## src/rtl/tmr_pkg.sv

```systemverilog
package tmr_pkg;
  localparam int TMR_DATA_W  = 32;
  localparam int TMR_ADDR_W  = 4;
  localparam int TMR_SCALE_W = 8;

  localparam logic [TMR_ADDR_W-1:0] OFS_CTRL   = 4'h0;
  localparam logic [TMR_ADDR_W-1:0] OFS_PERIOD = 4'h4;
  localparam logic [TMR_ADDR_W-1:0] OFS_SCALE  = 4'h8;
  localparam logic [TMR_ADDR_W-1:0] OFS_COUNT  = 4'hC;

  localparam int CB_PWR    = 0;
  localparam int CB_RUN    = 1;
  localparam int CB_RELOAD = 2;
  localparam int CB_FLAG   = 3;

  typedef struct packed {
    logic flag;
    logic reload;
    logic run;
    logic pwr;
  } ctrl_t;
endpackage

```

## src/rtl/tmr_prescaler.sv

```systemverilog
module tmr_prescaler #(
  parameter int SCALE_W = 8
) (
  input  logic               clk,
  input  logic               rst_n,
  input  logic               active,
  input  logic [SCALE_W-1:0] scale,
  output logic               tick
);
  logic [SCALE_W-1:0] phase_q;

  assign tick = active && (phase_q == scale);

  always_ff @(posedge clk) begin
    if (!rst_n) begin
      phase_q <= '0;
    end else if (!active || tick) begin
      phase_q <= '0;
    end else begin
      phase_q <= phase_q + 1'b1;
    end
  end
endmodule

```

## src/rtl/tmr_downcounter.sv

```systemverilog
module tmr_downcounter #(
  parameter int CNT_W = 32
) (
  input  logic             clk,
  input  logic             rst_n,
  input  logic             load_en,
  input  logic [CNT_W-1:0] load_val,
  input  logic             tick,
  input  logic             reload_en,
  input  logic [CNT_W-1:0] period,
  output logic [CNT_W-1:0] count,
  output logic             expire
);
  localparam logic [CNT_W-1:0] ONE = {{(CNT_W-1){1'b0}}, 1'b1};

  logic [CNT_W-1:0] count_q;

  assign count  = count_q;
  assign expire = tick && (count_q == ONE);

  always_ff @(posedge clk) begin
    if (!rst_n) begin
      count_q <= '0;
    end else if (load_en) begin
      count_q <= load_val;
    end else if (tick && (count_q != '0)) begin
      if (expire) begin
        count_q <= reload_en ? period : '0;
      end else begin
        count_q <= count_q - 1'b1;
      end
    end
  end
endmodule

```

## src/rtl/tick_interval_timer.sv

```systemverilog
module tick_interval_timer
  import tmr_pkg::*;
#(
  parameter int DATA_W  = TMR_DATA_W,
  parameter int ADDR_W  = TMR_ADDR_W,
  parameter int SCALE_W = TMR_SCALE_W
) (
  input  logic              clk,
  input  logic              rst_n,
  input  logic              bus_sel,
  input  logic              bus_we,
  input  logic [ADDR_W-1:0] bus_addr,
  input  logic [DATA_W-1:0] bus_wdata,
  output logic [DATA_W-1:0] bus_rdata,
  output logic              irq_pulse
);
  localparam int CTRL_W = $bits(ctrl_t);

  ctrl_t              ctrl_q;
  logic [DATA_W-1:0]  period_q;
  logic [SCALE_W-1:0] scale_q;
  logic [DATA_W-1:0]  count_q;
  logic [DATA_W-1:0]  rdata_q;
  logic               irq_q;

  logic wr_ctrl, wr_period, wr_scale, wr_count, rd_en;
  logic active, tick, expire, flag_clr;
  logic [DATA_W-1:0] rd_mux;

  assign wr_ctrl   = bus_sel && bus_we && (bus_addr == OFS_CTRL);
  assign wr_period = bus_sel && bus_we && (bus_addr == OFS_PERIOD);
  assign wr_scale  = bus_sel && bus_we && (bus_addr == OFS_SCALE);
  assign wr_count  = bus_sel && bus_we && (bus_addr == OFS_COUNT);
  assign rd_en     = bus_sel && !bus_we;

  assign active   = ctrl_q.pwr && ctrl_q.run;
  assign flag_clr = wr_ctrl && (bus_wdata[CB_FLAG] || !bus_wdata[CB_PWR]);

  tmr_prescaler #(.SCALE_W(SCALE_W)) u_presc (
    .clk    (clk),
    .rst_n  (rst_n),
    .active (active),
    .scale  (scale_q),
    .tick   (tick)
  );

  tmr_downcounter #(.CNT_W(DATA_W)) u_cnt (
    .clk       (clk),
    .rst_n     (rst_n),
    .load_en   (wr_count && !ctrl_q.run),
    .load_val  (bus_wdata),
    .tick      (tick),
    .reload_en (ctrl_q.reload),
    .period    (period_q),
    .count     (count_q),
    .expire    (expire)
  );

  always_ff @(posedge clk) begin
    if (!rst_n) begin
      ctrl_q   <= '0;
      period_q <= '0;
      scale_q  <= '0;
      irq_q    <= 1'b0;
    end else begin
      irq_q <= expire;
      if (wr_ctrl) begin
        ctrl_q.pwr    <= bus_wdata[CB_PWR];
        ctrl_q.run    <= bus_wdata[CB_RUN];
        ctrl_q.reload <= bus_wdata[CB_RELOAD];
      end
      if (expire) begin
        ctrl_q.flag <= 1'b1;
      end else if (flag_clr) begin
        ctrl_q.flag <= 1'b0;
      end
      if (wr_period) period_q <= bus_wdata;
      if (wr_scale)  scale_q  <= bus_wdata[SCALE_W-1:0];
    end
  end

  always_comb begin
    unique case (bus_addr)
      OFS_CTRL:   rd_mux = {{(DATA_W-CTRL_W){1'b0}}, ctrl_q};
      OFS_PERIOD: rd_mux = period_q;
      OFS_SCALE:  rd_mux = {{(DATA_W-SCALE_W){1'b0}}, scale_q};
      OFS_COUNT:  rd_mux = count_q;
      default:    rd_mux = '0;
    endcase
  end

  always_ff @(posedge clk) begin
    if (!rst_n) begin
      rdata_q <= '0;
    end else if (rd_en) begin
      rdata_q <= rd_mux;
    end
  end

  assign bus_rdata = rdata_q;
  assign irq_pulse = irq_q;
endmodule

```

## config.mk

```make
export PLATFORM = sky130hd
export DESIGN_NAME = tick_interval_timer
export DESIGN_NICKNAME = d
export VERILOG_FILES = /design/src/rtl/tmr_pkg.sv /design/src/rtl/tmr_prescaler.sv /design/src/rtl/tmr_downcounter.sv /design/src/rtl/tick_interval_timer.sv
export SDC_FILE = /design/constraint.sdc
export NUM_CORES = 1
export LEC_CHECK = 0
export CAP_MARGIN = 20
export CORE_ASPECT_RATIO = 1.2
export CORE_MARGIN = 5
export CORE_UTILIZATION = 30
export CTS_BUF_LIST = sky130_fd_sc_hd__clkbuf_8
export DETAILED_ROUTE_END_ITERATION = 8
export PLACE_DENSITY = 0.5
export SLEW_MARGIN = 10
export SYNTH_ARGS = -nofsm -noshare
export SYNTH_HDL_FRONTEND = slang
export SYNTH_HIERARCHICAL = 1
export SYNTH_SLANG_ARGS = --single-unit
```

## constraint.sdc

```tcl
create_clock -name clk -period 3.2 [get_ports clk]
set_input_delay 0.64 -clock clk [delete_from_list [all_inputs] [get_ports clk]]
set_output_delay 0.64 -clock clk [all_outputs]
set_load 0.02 [all_outputs]
```

==> impl_metrics.py <==
metrics = {
    "worst_setup_path": {
        "cp_slowest_cell": "dfxtp_1",
        "worst-setup-path-type": "reg2reg",
        "worstSetupEndpointType": "register",
        "cpLargestDelayFamily": "simple AND/OR/NAND/NOR gates",
        "slowest_delay_ps": 380,
        "crit_path_max_fanout": 11,
        "ff2ff_path_depth": 11,
        "worstPathRequired_ps": 3530,
        "r2r_end": "u_cnt/count[25]",
        "r2r_slack_ps": 380,
        "critPathLaunchType": "register",
        "r2r_start": "u_presc/phase_q[2]",
        "arrival_ps": 3150,
        "critPathBufInv": 2,
        "cp_cell_sequence": "xor2_2, nor4_4, and3_1, nor4bb_1, and4_1, nand3_1, inv_2, buf_4, a21oi_1, a221oi_1, nor2_1",
    },
    "clocking": {
        "cts_num_sinks": 117,
        "clockRootBuffer": "clkbuf_8",
        "cts_tree": "yes",
        "worstSkewPairLatency_ps": 450,
        "ctsHoldBuffers": 0,
        "cts.clk_slew.worst_paths_ps": 70,
        "clock_path_buffers": 2,
        "cts-resized-gates": 0,
        "htreeDepth": 4,
        "post_cts_buffers": 0,
        "numCtsBuffers": 17,
    },
    "drt": {
        "drtPass1Iterations": 5,
        "detail_route.wl_per_cell_um": 20.6,
        "drtIter0Drc": 562,
        "finalWirelength_um": 23000,
        "m1WireLength_um": 10800,
        "vias": 6363,
        "wl_met3_um": 1100,
        "vias_per_cell": 5.69,
        "ant_nets": 0,
        "routed.top_layer": "met4",
        "drc": 0,
        "wl_met2_um": 10700,
    },
    "floorplanning": {
        "die_area_mm2": 0.0253,
        "initial_core_util_pct": 30.6,
        "fp.dieH_um": 173,
        "num_rows": 59,
        "io_pins": 73,
        "coreArea_mm2": 0.0218,
        "fp.dieW_um": 146,
    },
    "placement": {
        "port_buffers": 72,
        "hpwl_um": 16100,
        "gp_congestion": 0.905,
        "pre_cts_ws_ps": 305,
        "dp.cells": 1086,
    },
    "sta": {
        "fmax_mhz": 354,
        "slew_headroom_pct": 43.6,
        "skew_ps": 12.5,
        "finalHoldViolCount": 0,
        "rsz0062_at_grt": "no",
        "period_minus_slack_ps": 2820,
        "tightest_slew_ps": 842,
        "worst_slack_ps": 375,
        "slew_violations": 0,
        "fin_tns_setup_ps": 0,
        "period_share_pct": 88.3,
        "setup_viol": 0,
    },
    "final_layout": {
        "drive_gt1_share_pct": 13.9,
        "n_antenna_cell": 0,
        "final_cell_count_no_fill": 1118,
        "areaGrowthSynthToFinish_pct": 19.7,
        "fin_nets": 874,
        "fillCellCount": 2256,
        "fin_util_pct": 36.7,
    },
    "yosys": {
        "yosysWarnings": 6,
        "synth_edf_count": 0,
        "synth_flop_cell": "dfxtp_1",
        "yosys_register_bits": 117,
        "avgSynthCellArea_um2": 8.65,
        "ys_seq_area_share_pct": 35.1,
        "synthArstFlopShare_pct": 0,
        "synth.cell_area_mm2": 0.00667,
        "synth_cells": 771,
        "synth_area_leaders": "dfxtp_1, o21ai_0, a21boi_1, nand3_1, mux2_2",
        "synth_cell_types": 74,
        "synthesis.nets": 814,
        "synth_top_area_share_pct": 35.1,
        "yosys.area.top_type": "dfxtp_1",
    },
    "min_path": {
        "min_from": "bus_rdata[4]",
        "holdPathStages": 1,
        "whs_endpoint": "bus_rdata[4]",
        "min_path_type": "reg2reg",
    },
    "outcome": {
        "status": "finished, final reports clean",
    },
    "pwr": {
        "powerDensity_mw_per_mm2": 391,
        "p_total_mw": 3.12,
        "p_seq_share_pct": 47.3,
        "internal-power_mw": 2.23,
        "swShare_pct": 28.5,
        "peakVddDrop_v": 0.000217,
        "power.share.clock_pct": 40.3,
        "switching_power_mw": 0.889,
        "p_leak_nw": 2.81,
        "comb_power_share_pct": 12.4,
    },
    "global_route": {
        "grt_usage_pct": 17.9,
        "grt_pass1_wl_um": 36600,
        "grt_pass1_vias": 6289,
        "antenna_found_initial": 0,
        "overflow": 0,
        "grt_max_degree": 44,
    },
    "run": {
        "cap_violations": 0,
    },
}
how the worst max path moves through the flow:
stage                            start               to  slack, ps  cells past startpoint
floorplan           u_presc/phase_q[2]  u_cnt/count[31]        540                     12
global placement           bus_addr[1]  u_cnt/count[29]        380                      9
detailed placement         bus_addr[1]  u_cnt/count[28]        300                      9
CTS                 u_presc/phase_q[4]  u_cnt/count[25]        360                     11
global route        u_presc/phase_q[2]  u_cnt/count[25]         90                     11
finish              u_presc/phase_q[2]  u_cnt/count[25]        380                     11
per-stage QoR:
step	cell area (µm²)	hold slack [ps]
after floorplan	6670	448
after global placement	7640	448
after detailed placement	7640	458
after CTS	7980	479
after global routing	7980	496
final	7980	477
power groups by stage:
stage | registers, mW | clock network (mW) | logic (mW)
after global routing | 1.48 | 1.35 | 0.413
after global placement | 1.51 | 0 | 0.386
after floorplan | 1.50 | 0 | 0.232
final | 1.48 | 1.26 | 0.387
after CTS | 1.48 | 1.29 | 0.385
after detailed placement | 1.51 | 0 | 0.383
cell families (layout without fill, tap and decap cells):
| kind of cell | count (synthesis) | after routing | synth area share (%) |
|---|---|---|---|
| AO/OA/AOI/OAI | 268 | 268 | 27.0 |
| AND/OR/NAND/NOR | 245 | 245 | 21.7 |
| XOR/XNOR | 24 | 24 | 3.26 |
| multiplexers | 39 | 39 | 6.32 |
| buffers and inverters | 75 | 148 | 6.06 |
| adder cells (fa/ha/maj) | 3 | 3 | 0.563 |
| flip-flops | 117 | 117 | 35.1 |
worst register-to-register path, stage by stage (launching register included):
cell,delay [ps]
dfxtp_1,380
xor2_2,210
nor4_4,260
and3_1,250
nor4bb_1,300
and4_1,290
nand3_1,120
inv_2,220
buf_4,230
a21oi_1,80
a221oi_1,280
nor2_1,80
final cells by class:
type / instances / area (µm²) / share of cell area, %
tap: 274 / 343 / 4.29
clock inverter: 14 / 98.8 / 1.24
inverter: 8 / 30.0 / 0.376
clock buffer: 18 / 248 / 3.10
timing repair buffer: 108 / 993 / 12.4
multi-input combinational: 579 / 3930 / 49.2
sequential: 117 / 2340 / 29.3
layout by cell type, fill, tap and decap left out, types with 6 or more instances in the layout:
| cell | instances |
|---|---|
| and3_1 | 8 |
| inv_1 | 12 |
| a21boi_1 | 46 |
| a31oi_1 | 10 |
| nor2b_1 | 27 |
| nand2b_1 | 6 |
| xnor2_1 | 11 |
| o31ai_1 | 10 |
| mux2_2 | 25 |
| nor2_1 | 26 |
| a21oi_1 | 31 |
| a32oi_1 | 24 |
| a211oi_1 | 6 |
| nor4_1 | 7 |
| mux2i_1 | 14 |
| nor3_1 | 16 |
| nand3_1 | 65 |
| nand2_1 | 35 |
| clkbuf_8 | 18 |
| dfxtp_1 | 117 |
| buf_4 | 35 |
| clkdlybuf4s50_1 | 70 |
| o21ai_0 | 82 |
| a311oi_1 | 6 |
| or3_1 | 7 |
| o21ai_1 | 6 |
| xor2_1 | 12 |
| nand4_1 | 7 |
registers in the layout (all words and copies together) (netlist names):
register,count
ctrl_q,4
u_presc/phase_q,8
irq_pulse,1
scale_q,8
bus_rdata,32
u_cnt/count,32
period_q,32
synth_stat cells (3+ instances only):
| library cell | number |
|---|---|
| buf_2 | 25 |
| nor2_1 | 27 |
| and4_1 | 5 |
| ha_1 | 3 |
| o221ai_1 | 4 |
| nor4_2 | 3 |
| mux2i_1 | 14 |
| o21ai_0 | 82 |
| o2bb2ai_1 | 4 |
| xnor2_1 | 11 |
| xor2_1 | 12 |
| and2_1 | 4 |
| a211oi_1 | 6 |
| nand3_1 | 65 |
| a221oi_1 | 5 |
| dfxtp_1 | 117 |
| nor2b_1 | 28 |
| a31oi_1 | 10 |
| o31ai_1 | 10 |
| a311oi_1 | 6 |
| nand4_1 | 7 |
| a21oi_1 | 31 |
| a32oi_1 | 24 |
| o22ai_1 | 5 |
| nor4_4 | 3 |
| and3_1 | 8 |
| inv_1 | 7 |
| buf_6 | 10 |
| or2_2 | 3 |
| nor4_1 | 7 |
| a22oi_1 | 5 |
| buf_4 | 4 |
| o21ai_1 | 6 |
| nor3_1 | 16 |
| or4_1 | 4 |
| nand2_1 | 35 |
| nand2b_1 | 6 |
| clkbuf_1 | 27 |
| a32o_1 | 4 |
| mux2_2 | 25 |
| or3_1 | 7 |
| a21boi_1 | 46 |
layer usage:
layer	vias to the layer above	GRT usage [%]
met5	-	0
met4	0	5.14
met3	24	3.45
met2	201	28.7
met1	3094	24.4
li1	3044	-
(Power assumes the default switching activity.)
